File: config.mk
export PLATFORM = sky130hd
export DESIGN_NAME = xbus_wait_seq
export DESIGN_NICKNAME = d
export VERILOG_FILES = /design/src/rtl/xbus_pkg.sv /design/src/rtl/xbus_cycle_plan.sv /design/src/rtl/xbus_state_seq.sv /design/src/rtl/xbus_lane_map.sv /design/src/rtl/xbus_wait_seq.sv
export SDC_FILE = /design/constraint.sdc
export NUM_CORES = 1
export LEC_CHECK = 0
export BUFFER_PORTS_ARGS = -buffer_cell sky130_fd_sc_hd__clkbuf_2
export CAP_MARGIN = 20
export CORE_MARGIN = 2
export CORE_UTILIZATION = 44
export DETAILED_ROUTE_END_ITERATION = 8
export GPL_TIMING_DRIVEN = 1
export MAX_ROUTING_LAYER = met4
export PLACE_DENSITY = 0.77
export RECOVER_POWER = 25
export SLEW_MARGIN = 20
export SYNTH_ARGS = -nofsm -noshare
export SYNTH_HDL_FRONTEND = slang
export SYNTH_SLANG_ARGS = --single-unit
File: constraint.sdc
create_clock -name clk -period 1.7 [get_ports clk]
set_input_delay 0.17 -clock clk [delete_from_list [all_inputs] [get_ports clk]]
set_output_delay 0.17 -clock clk [all_outputs]
set_load 0.01 [all_outputs]
File: src/rtl/xbus_pkg.sv
// Package: shared constants and types for the external bus wait-state sequencer.
// Assumes eight regions and a two-bit long-wait field.
package xbus_pkg;

    parameter int XB_LW_W = 2;

    // Access phases, one clock each.
    typedef enum logic [2:0] {
        PH_IDLE  = 3'd0,
        PH_FIRST = 3'd1,
        PH_LONG  = 3'd2,
        PH_PIN   = 3'd3,
        PH_LAST  = 3'd4
    } xb_phase_e;

    // Shape of one access, settled when the request is taken.
    typedef struct packed {
        logic               one_state;   // access ends in its first state
        logic               pin_sample;  // wait pin is honoured
        logic [XB_LW_W-1:0] pre_last;    // long waits before the final one
    } xb_plan_t;

endpackage

File: src/rtl/xbus_cycle_plan.sv
// Module: xbus_cycle_plan
// Turns a request into an access shape: one-state flag, wait-pin honouring
// and the number of long-wait states before the final state.
// Assumes the masks mark long-family regions and regions without a wait pin.
module xbus_cycle_plan
    import xbus_pkg::*;
#(
    parameter int             AREAS      = 8,
    parameter logic [AREAS-1:0] LONG_MASK  = 8'b0100_0101,
    parameter logic [AREAS-1:0] NOPIN_MASK = 8'b0000_1000,
    localparam int            AREA_W     = $clog2(AREAS)
) (
    input  logic [AREA_W-1:0]  area,
    input  logic               write,
    input  logic               dma_single,
    input  logic [AREAS-1:0]   wen_normal,
    input  logic [AREAS-1:0]   wen_single,
    input  logic [XB_LW_W-1:0] long_wait,
    output xb_plan_t           plan
);

    logic is_long;
    logic sel_bit;
    logic honour;

    // Pick the enable source and decide whether the wait pin applies.
    always_comb begin
        is_long = LONG_MASK[area];
        sel_bit = dma_single ? wen_single[area] : wen_normal[area];
        // Plain writes ignore the enable mask; single-mode writes use it.
        honour  = (write && !dma_single) ? 1'b1 : sel_bit;
    end

    // Build the shape record.
    always_comb begin
        plan.one_state  = !is_long && !honour;
        plan.pin_sample = honour && !NOPIN_MASK[area];
        plan.pre_last   = is_long ? long_wait : '0;
    end

endmodule

File: src/rtl/xbus_state_seq.sv
// Module: xbus_state_seq
// Walks an access one state per clock. The first state either ends the
// access or leads to the pre-final long waits. Wait-pin states follow when
// the pin is honoured and sampled low, and the final state closes the access.
// Assumes requests are taken only when idle.
module xbus_state_seq
    import xbus_pkg::*;
(
    input  logic     clk,
    input  logic     rst_n,
    input  logic     req_valid,
    input  xb_plan_t plan,
    input  logic     req_write,
    input  logic     req_hi,
    input  logic     req_lo,
    input  logic     wait_n,
    output logic     active,
    output logic     done,
    output logic     cur_write,
    output logic     cur_hi,
    output logic     cur_lo
);

    xb_phase_e          phase_q, phase_d;
    logic [XB_LW_W-1:0] left_q, left_d;
    logic               samp_q, one_q;
    logic               held_low;

    assign held_low = samp_q && !wait_n;

    // Next phase and remaining pre-final long waits.
    always_comb begin
        phase_d = phase_q;
        left_d  = left_q;
        unique case (phase_q)
            PH_IDLE: begin
                if (req_valid) begin
                    phase_d = PH_FIRST;
                    left_d  = plan.pre_last;
                end
            end
            PH_FIRST, PH_LONG: begin
                if (phase_q == PH_FIRST && one_q) begin
                    phase_d = PH_IDLE;
                end else if (left_q != '0) begin
                    phase_d = PH_LONG;
                    left_d  = left_q - 1'b1;
                end else if (held_low) begin
                    phase_d = PH_PIN;
                end else begin
                    phase_d = PH_LAST;
                end
            end
            PH_PIN: begin
                if (!held_low) phase_d = PH_LAST;
            end
            PH_LAST: phase_d = PH_IDLE;
            default: phase_d = PH_IDLE;
        endcase
    end

    // Phase and counter registers.
    always_ff @(posedge clk) begin
        if (!rst_n) begin
            phase_q <= PH_IDLE;
            left_q  <= '0;
        end else begin
            phase_q <= phase_d;
            left_q  <= left_d;
        end
    end

    // Capture the request attributes at acceptance only.
    always_ff @(posedge clk) begin
        if (!rst_n) begin
            samp_q    <= 1'b0;
            one_q     <= 1'b0;
            cur_write <= 1'b0;
            cur_hi    <= 1'b0;
            cur_lo    <= 1'b0;
        end else if (phase_q == PH_IDLE && req_valid) begin
            samp_q    <= plan.pin_sample;
            one_q     <= plan.one_state;
            cur_write <= req_write;
            cur_hi    <= req_hi;
            cur_lo    <= req_lo;
        end
    end

    // Window and completion flags decoded from the phase.
    always_comb begin
        active = (phase_q != PH_IDLE);
        done   = (phase_q == PH_LAST) || (phase_q == PH_FIRST && one_q);
    end

endmodule

File: src/rtl/xbus_lane_map.sv
// Module: xbus_lane_map
// Drives the read strobe and the three byte-lane pins from the captured
// access. The lane mode picks separate upper/lower write strobes with
// address bit 0, or a common write strobe with two byte selects.
// Assumes a 16-bit bus with the upper byte at the even address.
module xbus_lane_map (
    input  logic active,
    input  logic write,
    input  logic hi,
    input  logic lo,
    input  logic mode,
    output logic rd_n,
    output logic p0_n,
    output logic p1_n,
    output logic p2
);

    // Read strobe over the whole access.
    always_comb rd_n = !(active && !write);

    // Lane pin meaning chosen by the mode input.
    always_comb begin
        if (mode) begin
            p0_n = !(active && write);
            p1_n = !(active && lo);
            p2   = !(active && hi);
        end else begin
            p0_n = !(active && write && hi);
            p1_n = !(active && write && lo);
            p2   = active && lo && !hi;
        end
    end

endmodule

File: src/rtl/xbus_wait_seq.sv
// Module: xbus_wait_seq (top)
// External static-memory bus wait-state sequencer: settles the shape of an
// access, walks its states and drives the window, strobes and done flag.
// Assumes all configuration inputs are steady while an access runs.
module xbus_wait_seq
    import xbus_pkg::*;
#(
    parameter int               AREAS      = 8,
    parameter logic [AREAS-1:0] LONG_MASK  = 8'b0100_0101,
    parameter logic [AREAS-1:0] NOPIN_MASK = 8'b0000_1000,
    localparam int              AREA_W     = $clog2(AREAS)
) (
    input  logic              clk,
    input  logic              rst_n,
    input  logic              req_valid,
    input  logic [AREA_W-1:0] req_area,
    input  logic              req_write,
    input  logic              req_dma_single,
    input  logic              req_hi,
    input  logic              req_lo,
    input  logic [AREAS-1:0]  wen_normal,
    input  logic [AREAS-1:0]  wen_single,
    input  logic [XB_LW_W-1:0] long_wait,
    input  logic              lane_mode,
    input  logic              wait_n,
    output logic              cs_active,
    output logic              rd_n,
    output logic              lane_p0_n,
    output logic              lane_p1_n,
    output logic              lane_p2,
    output logic              cyc_done
);

    xb_plan_t plan;
    logic     cur_write, cur_hi, cur_lo;

    xbus_cycle_plan #(
        .AREAS      (AREAS),
        .LONG_MASK  (LONG_MASK),
        .NOPIN_MASK (NOPIN_MASK)
    ) u_plan (
        .area       (req_area),
        .write      (req_write),
        .dma_single (req_dma_single),
        .wen_normal (wen_normal),
        .wen_single (wen_single),
        .long_wait  (long_wait),
        .plan       (plan)
    );

    xbus_state_seq u_seq (
        .clk       (clk),
        .rst_n     (rst_n),
        .req_valid (req_valid),
        .plan      (plan),
        .req_write (req_write),
        .req_hi    (req_hi),
        .req_lo    (req_lo),
        .wait_n    (wait_n),
        .active    (cs_active),
        .done      (cyc_done),
        .cur_write (cur_write),
        .cur_hi    (cur_hi),
        .cur_lo    (cur_lo)
    );

    xbus_lane_map u_lane (
        .active (cs_active),
        .write  (cur_write),
        .hi     (cur_hi),
        .lo     (cur_lo),
        .mode   (lane_mode),
        .rd_n   (rd_n),
        .p0_n   (lane_p0_n),
        .p1_n   (lane_p1_n),
        .p2     (lane_p2)
    );

endmodule

[Yosys cells after proc, flatten, opt, wreduce, memory -nomap -nowiden]
Memory sizes are Yosys's and may differ from the RTL's.
Cells that the tools add are included.
Storage, ports and cells
  output and inout bits: 6
  memory bits (read-only): 16
  flip-flop bits (word level): 10
  memories: 2
  bits of input ports: 30
  logic and storage cells: 75
Memory list
  (name not given): depth 8, width 1, read ports 1, clocked after Yosys merged registers in 0, write ports 0, RTL line xbus_cycle_plan.sv:28  | is_long = LONG_MASK[area];
  (name not given): depth 8, width 1, read ports 1, clocked after Yosys merged registers in 0, write ports 0, RTL line xbus_cycle_plan.sv:37  | plan.pin_sample = honour && !NOPIN_MASK[area];
Cells by class
  $add $sub $neg: 1
  reductions and logical operators: 34
  equality and inequality tests: 8
  multiplexer cells: 22
  order comparisons: 1
Operators with widths (count)
  $mux W3: 5
  $logic_and A1 B1 Y1: 13
  $logic_not A1 Y1: 13
  $mux W1: 9
  $pmux W3 S3: 1
  $mux W2: 4
  $bmux W1 S3: 2
  $eq A3 B2 Y1 const B: 2
  $ne A2 B2 Y1 const B: 3
  $lt A3 B4 Y1 const B: 1
  $pmux W2 S2: 1
  $reduce_and A4 Y1: 1
  $reduce_bool A2 Y1: 2
  $eq A3 B1 Y1 const B: 1
  $eq A3 B3 Y1 const B: 1
  $logic_not A3 Y1: 1
  $reduce_bool A3 Y1: 1
  $ne A2 B1 Y1 const B: 1
  $reduce_and A2 Y1: 1
  $reduce_or A2 Y1: 1
  $sub A2 B1 Y2 const B: 1
  $logic_or A1 B1 Y1: 1

[Longest topological paths before layout]
Gate-level depths: netlist of run 1.
  depth in word-level cells: 6
  depth in mapped cells: 7
  depth with buffers taken out: 7

[By module]
Synthesis of run 1 repeated with hierarchy kept, for this count alone.
Unflattened totals
  cells, all modules: 91
  area, all modules: 797.0 sq um
Modules (own cells, without submodules)
  xbus_state_seq: seq. area each 200.2 sq um, cells an instance 60, area an instance 568.0 sq um, times used 1
  xbus_cycle_plan: seq. area each 0.0 sq um, cells an instance 26, area an instance 197.7 sq um, times used 1
  xbus_lane_map: seq. area each 0.0 sq um, cells an instance 5, area an instance 31.3 sq um, times used 1

[Worst setup path before layout of run 1]
Ideal clock, no wire load.
  path type: reg-to-output
  start: reg u_seq.phase_q[0]
  end: out lane_p2
  buffers on the path: 2
  data required time: 1.530 ns
  arrival time: 1.266 ns
  cell stages (with the launch flop): 5
  setup slack: 0.264 ns
  path through: dfxtp_1 clkbuf_1 or3_1 clkbuf_1 a21oi_1
On the way
  longest elaborated chain between the ends: 4
  elaborated cells between the ends (all ways): 6
  classes of those cells: mux: 1; reduce/logical: 5
RTL lines
  start: declaration: RTL line xbus_state_seq.sv:24  | xb_phase_e phase_q, phase_d;
  start signal: assignment: RTL line xbus_state_seq.sv:68  | phase_q <= phase_d;
  $reduce_bool A3 Y1 *: RTL line xbus_state_seq.sv:92  | active = (phase_q != PH_IDLE);
  named net cs_active: RTL line xbus_wait_seq.sv:26  | output logic cs_active,
  $logic_and A1 B1 Y1, on equally long branches: RTL line xbus_lane_map.sv:30, xbus_lane_map.sv:26
  $logic_and A1 B1 Y1 / $logic_not A1 Y1 (equally long branches): RTL line xbus_lane_map.sv:30, xbus_lane_map.sv:26
  $mux W1 *: RTL line xbus_lane_map.sv:23  | if (mode) begin
  end: declaration: RTL line xbus_wait_seq.sv:30  | output logic lane_p2,
Mark *: on every way through the listed nets, which the timed path passes. The rest lies on a longest branch.

[Worst setup path after layout of run 1]
  start: reg u_seq.phase_q[0]
  end: out lane_p2
On the way
  longest elaborated chain between the ends: 4
  elaborated cells between the ends (all ways): 6
  classes of those cells: mux: 1; reduce/logical: 5
RTL lines (RTL line)
  $reduce_bool A3 Y1 *: xbus_state_seq.sv:92
  $logic_and A1 B1 Y1, on equally long branches: xbus_lane_map.sv:30, xbus_lane_map.sv:26
  $logic_and A1 B1 Y1 / $logic_not A1 Y1 (equally long branches): xbus_lane_map.sv:30, xbus_lane_map.sv:26
  $mux W1 *: xbus_lane_map.sv:23
Every way passes the cells marked *; elsewhere a longest branch is shown, timed or not.

==> results of run 1 <==
cell families (layout without fill, tap and decap cells):
group / Yosys count / after routing / synth area share [%]
AO/OA/AOI/OAI: 22 / 22 / 21.3
flip-flops: 10 / 10 / 27.1
adder cells (fa/ha/maj): 1 / 1 / 1.69
XOR/XNOR: 1 / 1 / 1.18
multiplexers: 12 / 12 / 17.9
buffers and inverters: 10 / 44 / 6.26
AND/OR/NAND/NOR: 34 / 34 / 24.5
where the power goes:
| group | switching (W) | total (W) | internal [W] |
|---|---|---|---|
| combinational | 0.000117 | 0.000235 | 0.000118 |
| sequential | 0.0000267 | 0.000285 | 0.000258 |
| clock | 0.0000795 | 0.000210 | 0.000130 |
worst max-delay path, cell delays in order (launching register included):
cell and delay, ps:
dfxtp_2 380, or3_4 440, a21oi_1 160, a21oi_1 50
clkbuf_2 130
metal layers:
metal	vias to the layer above	track usage, %	wire length, µm
li1	401	-	-
met1	354	20.6	666
met2	32	35.4	881
met3	2	6.00	108
met4	0	8.82	27
met5	-	-	0
synthesized netlist by cell type, types with 2 or more instances:
library cell	number
nor2b_1	2
nand3b_1	4
nand2_1	4
a211oi_1	3
nor3_1	2
o21ai_0	2
dfxtp_1	10
o211ai_1	2
nor3b_1	2
nand3_1	3
a21oi_1	7
nor2_1	10
clkbuf_1	3
mux2i_1	11
nand2b_1	4
inv_1	4
registers in the layout, indices dropped and copies added (netlist names):
signal,cells
u_seq.cur_lo,1
u_seq.one_q,1
u_seq.cur_hi,1
u_seq.cur_write,1
u_seq.left_q,2
u_seq.samp_q,1
u_seq.phase_q,3
area by class of cell:
class                      instances  area (µm²)  area share [%]
multi-input combinational         70         504            52.7
sequential                        10         203            21.2
timing repair buffer              35         174            18.2
clock buffer                       4        36.3            3.80
tap                               16        20.0            2.09
inverter                           5        18.8            1.96
repair_timing:
| action | 4_1_cts | 5_1_grt |
|---|---|---|
| setup endpoints to repair | 0 | 4 |
| gates resized for setup | 0 | 4 |
| hold buffers | 0 | 0 |
placed cells by master (no fill, tap or decap):
cell and n:
or3_4 1, nor4b_2 1, ha_1 1, nand3b_1 4
clkbuf_1 1, a211oi_1 3, o41ai_2 1, clkbuf_4 3
nor2_1 10, a311oi_1 1, nor2b_1 2, nor3b_1 2
mux4_2 1, a22o_1 1, clkbuf_8 1, nand2_1 4
mux2i_1 11, o221a_1 1, inv_1 4, o211ai_1 2
dfxtp_1 8, xor2_1 1, o21ai_1 1, a22oi_1 1
o21bai_1 1, a32o_1 1, nor3_1 2, nand3_1 3
a21oi_1 7, o21ai_0 2, clkbuf_2 34, nand4_1 1
nand2b_1 4, dfxtp_2 2, inv_2 1
stage by stage:
stage / utilization (%) / power, W
after floorplan: - / 0.000444
after global routing: 62.0 / 0.000787
after CTS: 61.2 / 0.000730
after global placement: 58.8 / 0.000507
final: 62.0 / 0.000729
after detailed placement: 58.8 / 0.000517
how the worst min path moves through the flow:
stage           start                            to  slack [ps]  cells after the start
5_1_grt        req_lo     u_seq.cur_lo$_SDFFE_PN0P_         140                      3
3_5_place_dp   req_lo     u_seq.cur_lo$_SDFFE_PN0P_         420                      3
6_report       req_lo     u_seq.cur_lo$_SDFFE_PN0P_         140                      3
4_1_cts        req_lo     u_seq.cur_lo$_SDFFE_PN0P_         140                      3
3_3_place_gp   req_lo     u_seq.cur_lo$_SDFFE_PN0P_         410                      3
2_1_floorplan   rst_n  u_seq.left_q[0]$_SDFFE_PN0P_         310                      1
==> run summary, run 1 <==
Status = finished, final reports clean
Setup crit end kind = output pin
Clk sinks = 10
Arr. time, crit path = 1420 ps
CTS clk-pin slew, worst paths = 60 ps
Crit Reg-Reg Startpoint = u_seq.left_q[0]$_SDFFE_PN0P_
Die width = 45.0 µm
Routability Congestion = 0.778
Crit Path Max Fanout = 11
Leakage = 0.449 nW
Critical path class = register to output pin
Cell taking the most area after synthesis = dfxtp_1
Buffers on Ports = 35
Count of different cell masters after synthesis = 33
Synth top area share = 27.1%
Initial Utilization = 48.0%
DR DRC count = 0
Clock buffer depth = 2
Crit path time final = 1590 ps
Setup TNS = 0 ps
Syn Nets = 121
CTS tree = done
Max-cap violations = 0
Mean Syn Cell Area = 8.22 µm²
Sequential area share after synthesis = 27.1%
Slew HR = 73.9%
Count of warnings emitted by yosys = 0
Initial antenna violation count = 0
Routed Antenna Nets = 0
Global-route wire length before repair = 2860 µm
Placed standard-cell area = 907 µm²
Final Hold Slack = 144 ps
Drt total wl = 1680 µm
Worst Path Required = 1530 ps
Max-slew violation count = 0
Max frequency = 630 MHz
Peak supply drop = 0.400 mV
N_diodes = 0
Post-route cell area = 956 µm²
DP HPWL = 1380 µm
Core area = 0.00154 mm²
Overall Global Routing Usage = 20.2%
Synthesized cell area = 739 µm²
H-tree depth = 1
Setup WS pre-CTS = 113 ps
Area Overhead vs Synth = 29.3%
RR Endpoint = u_seq.left_q[1]$_SDFFE_PN0P_
TritonCTS Buffers = 3
Vias in the first global route = 711
Worst Max-Slew Pin Slew = 390 ps
Vias per cell = 5.64
CP Launch Point = u_seq.phase_q[0]$_SDFFE_PN0P_
Layout cells sized above 1 = 36.3%
DIE HEIGHT = 45.0 µm
Clk Latency, worst-skew pair = 260 ps
Hold Crit Class = input port to register
Setup violators final = 0
FILL cells = 139
Tcrit/Tclk final = 93.4%
Layout Nets = 156
DR iter-0 viols = 9
# IOs = 36
PwrDens = 763 mW/mm²
Setup ws final = 113 ps
Vias = 789
Ys async rst share = 0%
Post-synth EDFFs = 0
Largest cells by area after synthesis = dfxtp_1, mux2i_1, nor2_1
Setup Fix Bufs, Post-CTS = 0
Row Count = 14
Final Hold Viols = 0
CTS root buf = clkbuf_4
RSZ-0062 raised after global routing = no
Setup crit end = lane_p2
Skew final = 0.815 ps
Die area = 0.00202 mm²
Final std cells w/o fill = 140
Flops & latches, synth = 10
WL per Instance = 12.0 µm
Number of placed instances, taps included = 136
Most used DFF post-synth = dfxtp_1
Pin count of the biggest net entering global routing = 13
Worst reg2reg setup slack = 190 ps
Cells on worst reg2reg path = 6
Critical Path Start Type = register
Grt total ovfl = 0
Synth Instances = 90
1st-pass router iterations = 4
(Power assumes the default switching activity.)
==> run 2, diff against run 1 <==
--- a/config.mk
+++ b/config.mk
@@ -8,13 +8,14 @@
 export BUFFER_PORTS_ARGS = -buffer_cell sky130_fd_sc_hd__clkbuf_2
 export CAP_MARGIN = 20
 export CORE_MARGIN = 2
-export CORE_UTILIZATION = 44
+export CORE_UTILIZATION = 47
+export CTS_BUF_LIST = sky130_fd_sc_hd__clkbuf_2
 export DETAILED_ROUTE_END_ITERATION = 8
 export GPL_TIMING_DRIVEN = 1
-export MAX_ROUTING_LAYER = met4
-export PLACE_DENSITY = 0.77
+export PLACE_DENSITY = 0.81
 export RECOVER_POWER = 25
 export SLEW_MARGIN = 20
 export SYNTH_ARGS = -nofsm -noshare
 export SYNTH_HDL_FRONTEND = slang
 export SYNTH_SLANG_ARGS = --single-unit
+export TNS_END_PERCENT = 5
==> run 2 against run 1 <==
Effect of this change: sequential share of layout area up 0.51 points; sequential power about the same; critical path depth unchanged; largest cell class unchanged; largest power group unchanged; highest routed layer unchanged.
==> run summary, run 2 (synthesized netlist as in run 1, its figures left out) <==
CTS clk-pin slew, worst paths = 110 ps
Clk sinks = 10
Met2 GRT Util = 32.1%
Drt total wl = 1550 µm
Critical Path Start Type = register
Routability Congestion = 0.826
Slew HR = 75.1%
Hold-fix buffers, CTS = 0
Max-slew violation count = 0
CTS root buf = clkbuf_2
Global-route wire length before repair = 2500 µm
Most frequent CP cell = a21oi_1
M3 GR Usage = 2.50%
Status = finished, final reports clean
DIE HEIGHT = 43.7 µm
Setup violators final = 0
Setup Fix Bufs, Post-CTS = 0
Row Count = 14
Final Hold Slack = 155 ps
DR DRC count = 0
Worst path max stage delay = 430 ps
Fin util = 62.7%
FILL cells = 145
Max reg flops = 3
Skew final = 9.71 ps
Crit path cell chain = or3_4 -> a21oi_1 -> a21oi_1 -> clkbuf_2
Worst Max-Slew Pin Slew = 372 ps
Clk Latency, worst-skew pair = 250 ps
Tcrit/Tclk final = 93.5%
Hold Crit Class = input port to register
Most flops, register = u_seq.phase_q
DR iter-0 viols = 17
Vias per cell = 5.61
Grt total ovfl = 0
Die width = 43.7 µm
Leakage = 0.444 nW
RSZ-0062 raised after global routing = no
Setup ws final = 110 ps
Overall Global Routing Usage = 17.8%
Initial antenna violation count = 0
Final Hold Viols = 0
Clock buffer depth = 2
Routed Antenna Nets = 0
Area Overhead vs Synth = 26.2%
1st-pass router iterations = 4
PwrDens = 692 mW/mm²
Crit Path Max Fanout = 11
Critical path class = register to output pin
Max frequency = 629 MHz
Layout Nets = 156
Peak supply drop = 0.343 mV
Setup crit end kind = output pin
Setup WS pre-CTS = 132 ps
Gr busiest metal = met2
# IOs = 36
Crit path time final = 1590 ps
CTS tree = done
Worst Path Required = 1530 ps
Arr. time, crit path = 1420 ps
Area of the multi-input gates = 498 µm²
Setup TNS = 0 ps
Die area = 0.00191 mm²
Core area = 0.00149 mm²
Most frequent cells in the layout = clkbuf_2, mux2i_1, nor2_1, dfxtp_1, a21oi_1
Grt met1 use = 20.1%
WL per Instance = 11.1 µm
Commonest non-fill, non-tap cell in the layout = clkbuf_2
Buffers on Ports = 35
DP HPWL = 1290 µm
Layout cells sized above 1 = 35.5%
Pin count of the biggest net entering global routing = 13
Initial Utilization = 49.7%
Reg area = 203 µm²
N_diodes = 0
Top flop regs = u_seq.phase_q: 3 flops, u_seq.left_q: 2 flops
Vias in the first global route = 659
TritonCTS Buffers = 3
Vias = 786
Critical path's slowest cell = or3_4
H-tree depth = 1
Max-cap violations = 0
## run 2: where the power goes
group | internal (W) | switching (W) | total, W
Combinational | 0.000118 | 0.000112 | 0.000230
Sequential | 0.000258 | 0.0000251 | 0.000283
Clock | 0.0000511 | 0.0000823 | 0.000133
## run 2: worst max-delay path: cells and delay by family, from the launching register on
kind | cells | cell delay, ps
flops | 1 | 390
compound gates | 2 | 210
buf+inv | 1 | 130
simple gates | 1 | 430
## run 2: final cells by class
class                   count  share of cell area (%)
clock buffers               3                    1.61
clock inverters             1                   0.402
inverters                   5                    2.01
multi-input cells          70                    53.4
flip-flops and latches     10                    21.7
well taps                  16                    2.14
repair buffers             35                    18.8
## run 2: metal layers
layer | routed length [µm] | share of wire (%)
met1 | 625 | 40
met2 | 793 | 51
met3 | 115 | 7.4
met4 | 19 | 1.2
met5 | 0 | 0
## run 2: per-stage QoR
step           cell area (µm²)  cells  power (W)
4_1_cts                    927    140   0.000647
2_1_floorplan              739     90   0.000444
3_3_place_gp               907    136   0.000507
6_report                   933    140   0.000646
5_1_grt                    933    140   0.000689
3_5_place_dp               907    136   0.000515
## run 2: timing repair
action / in CTS / in global routing
cloned: 0 / 0
endpoints found under the setup margin: 1 / 3
resized for setup: 1 / 2
## run 2: final timing paths
path                                               startpoint                      endpoint  slack (ps)  cells past startpoint
worst max-delay path            u_seq.phase_q[0]$_SDFFE_PN0P_                       lane_p2         110                      4
worst min-delay path                                   req_hi     u_seq.cur_hi$_SDFFE_PN0P_         160                      3
worst max register to register   u_seq.left_q[0]$_SDFFE_PN0P_  u_seq.left_q[1]$_SDFFE_PN0P_         210                      6
worst min register to register   u_seq.left_q[1]$_SDFFE_PN0P_  u_seq.left_q[1]$_SDFFE_PN0P_         480                      2
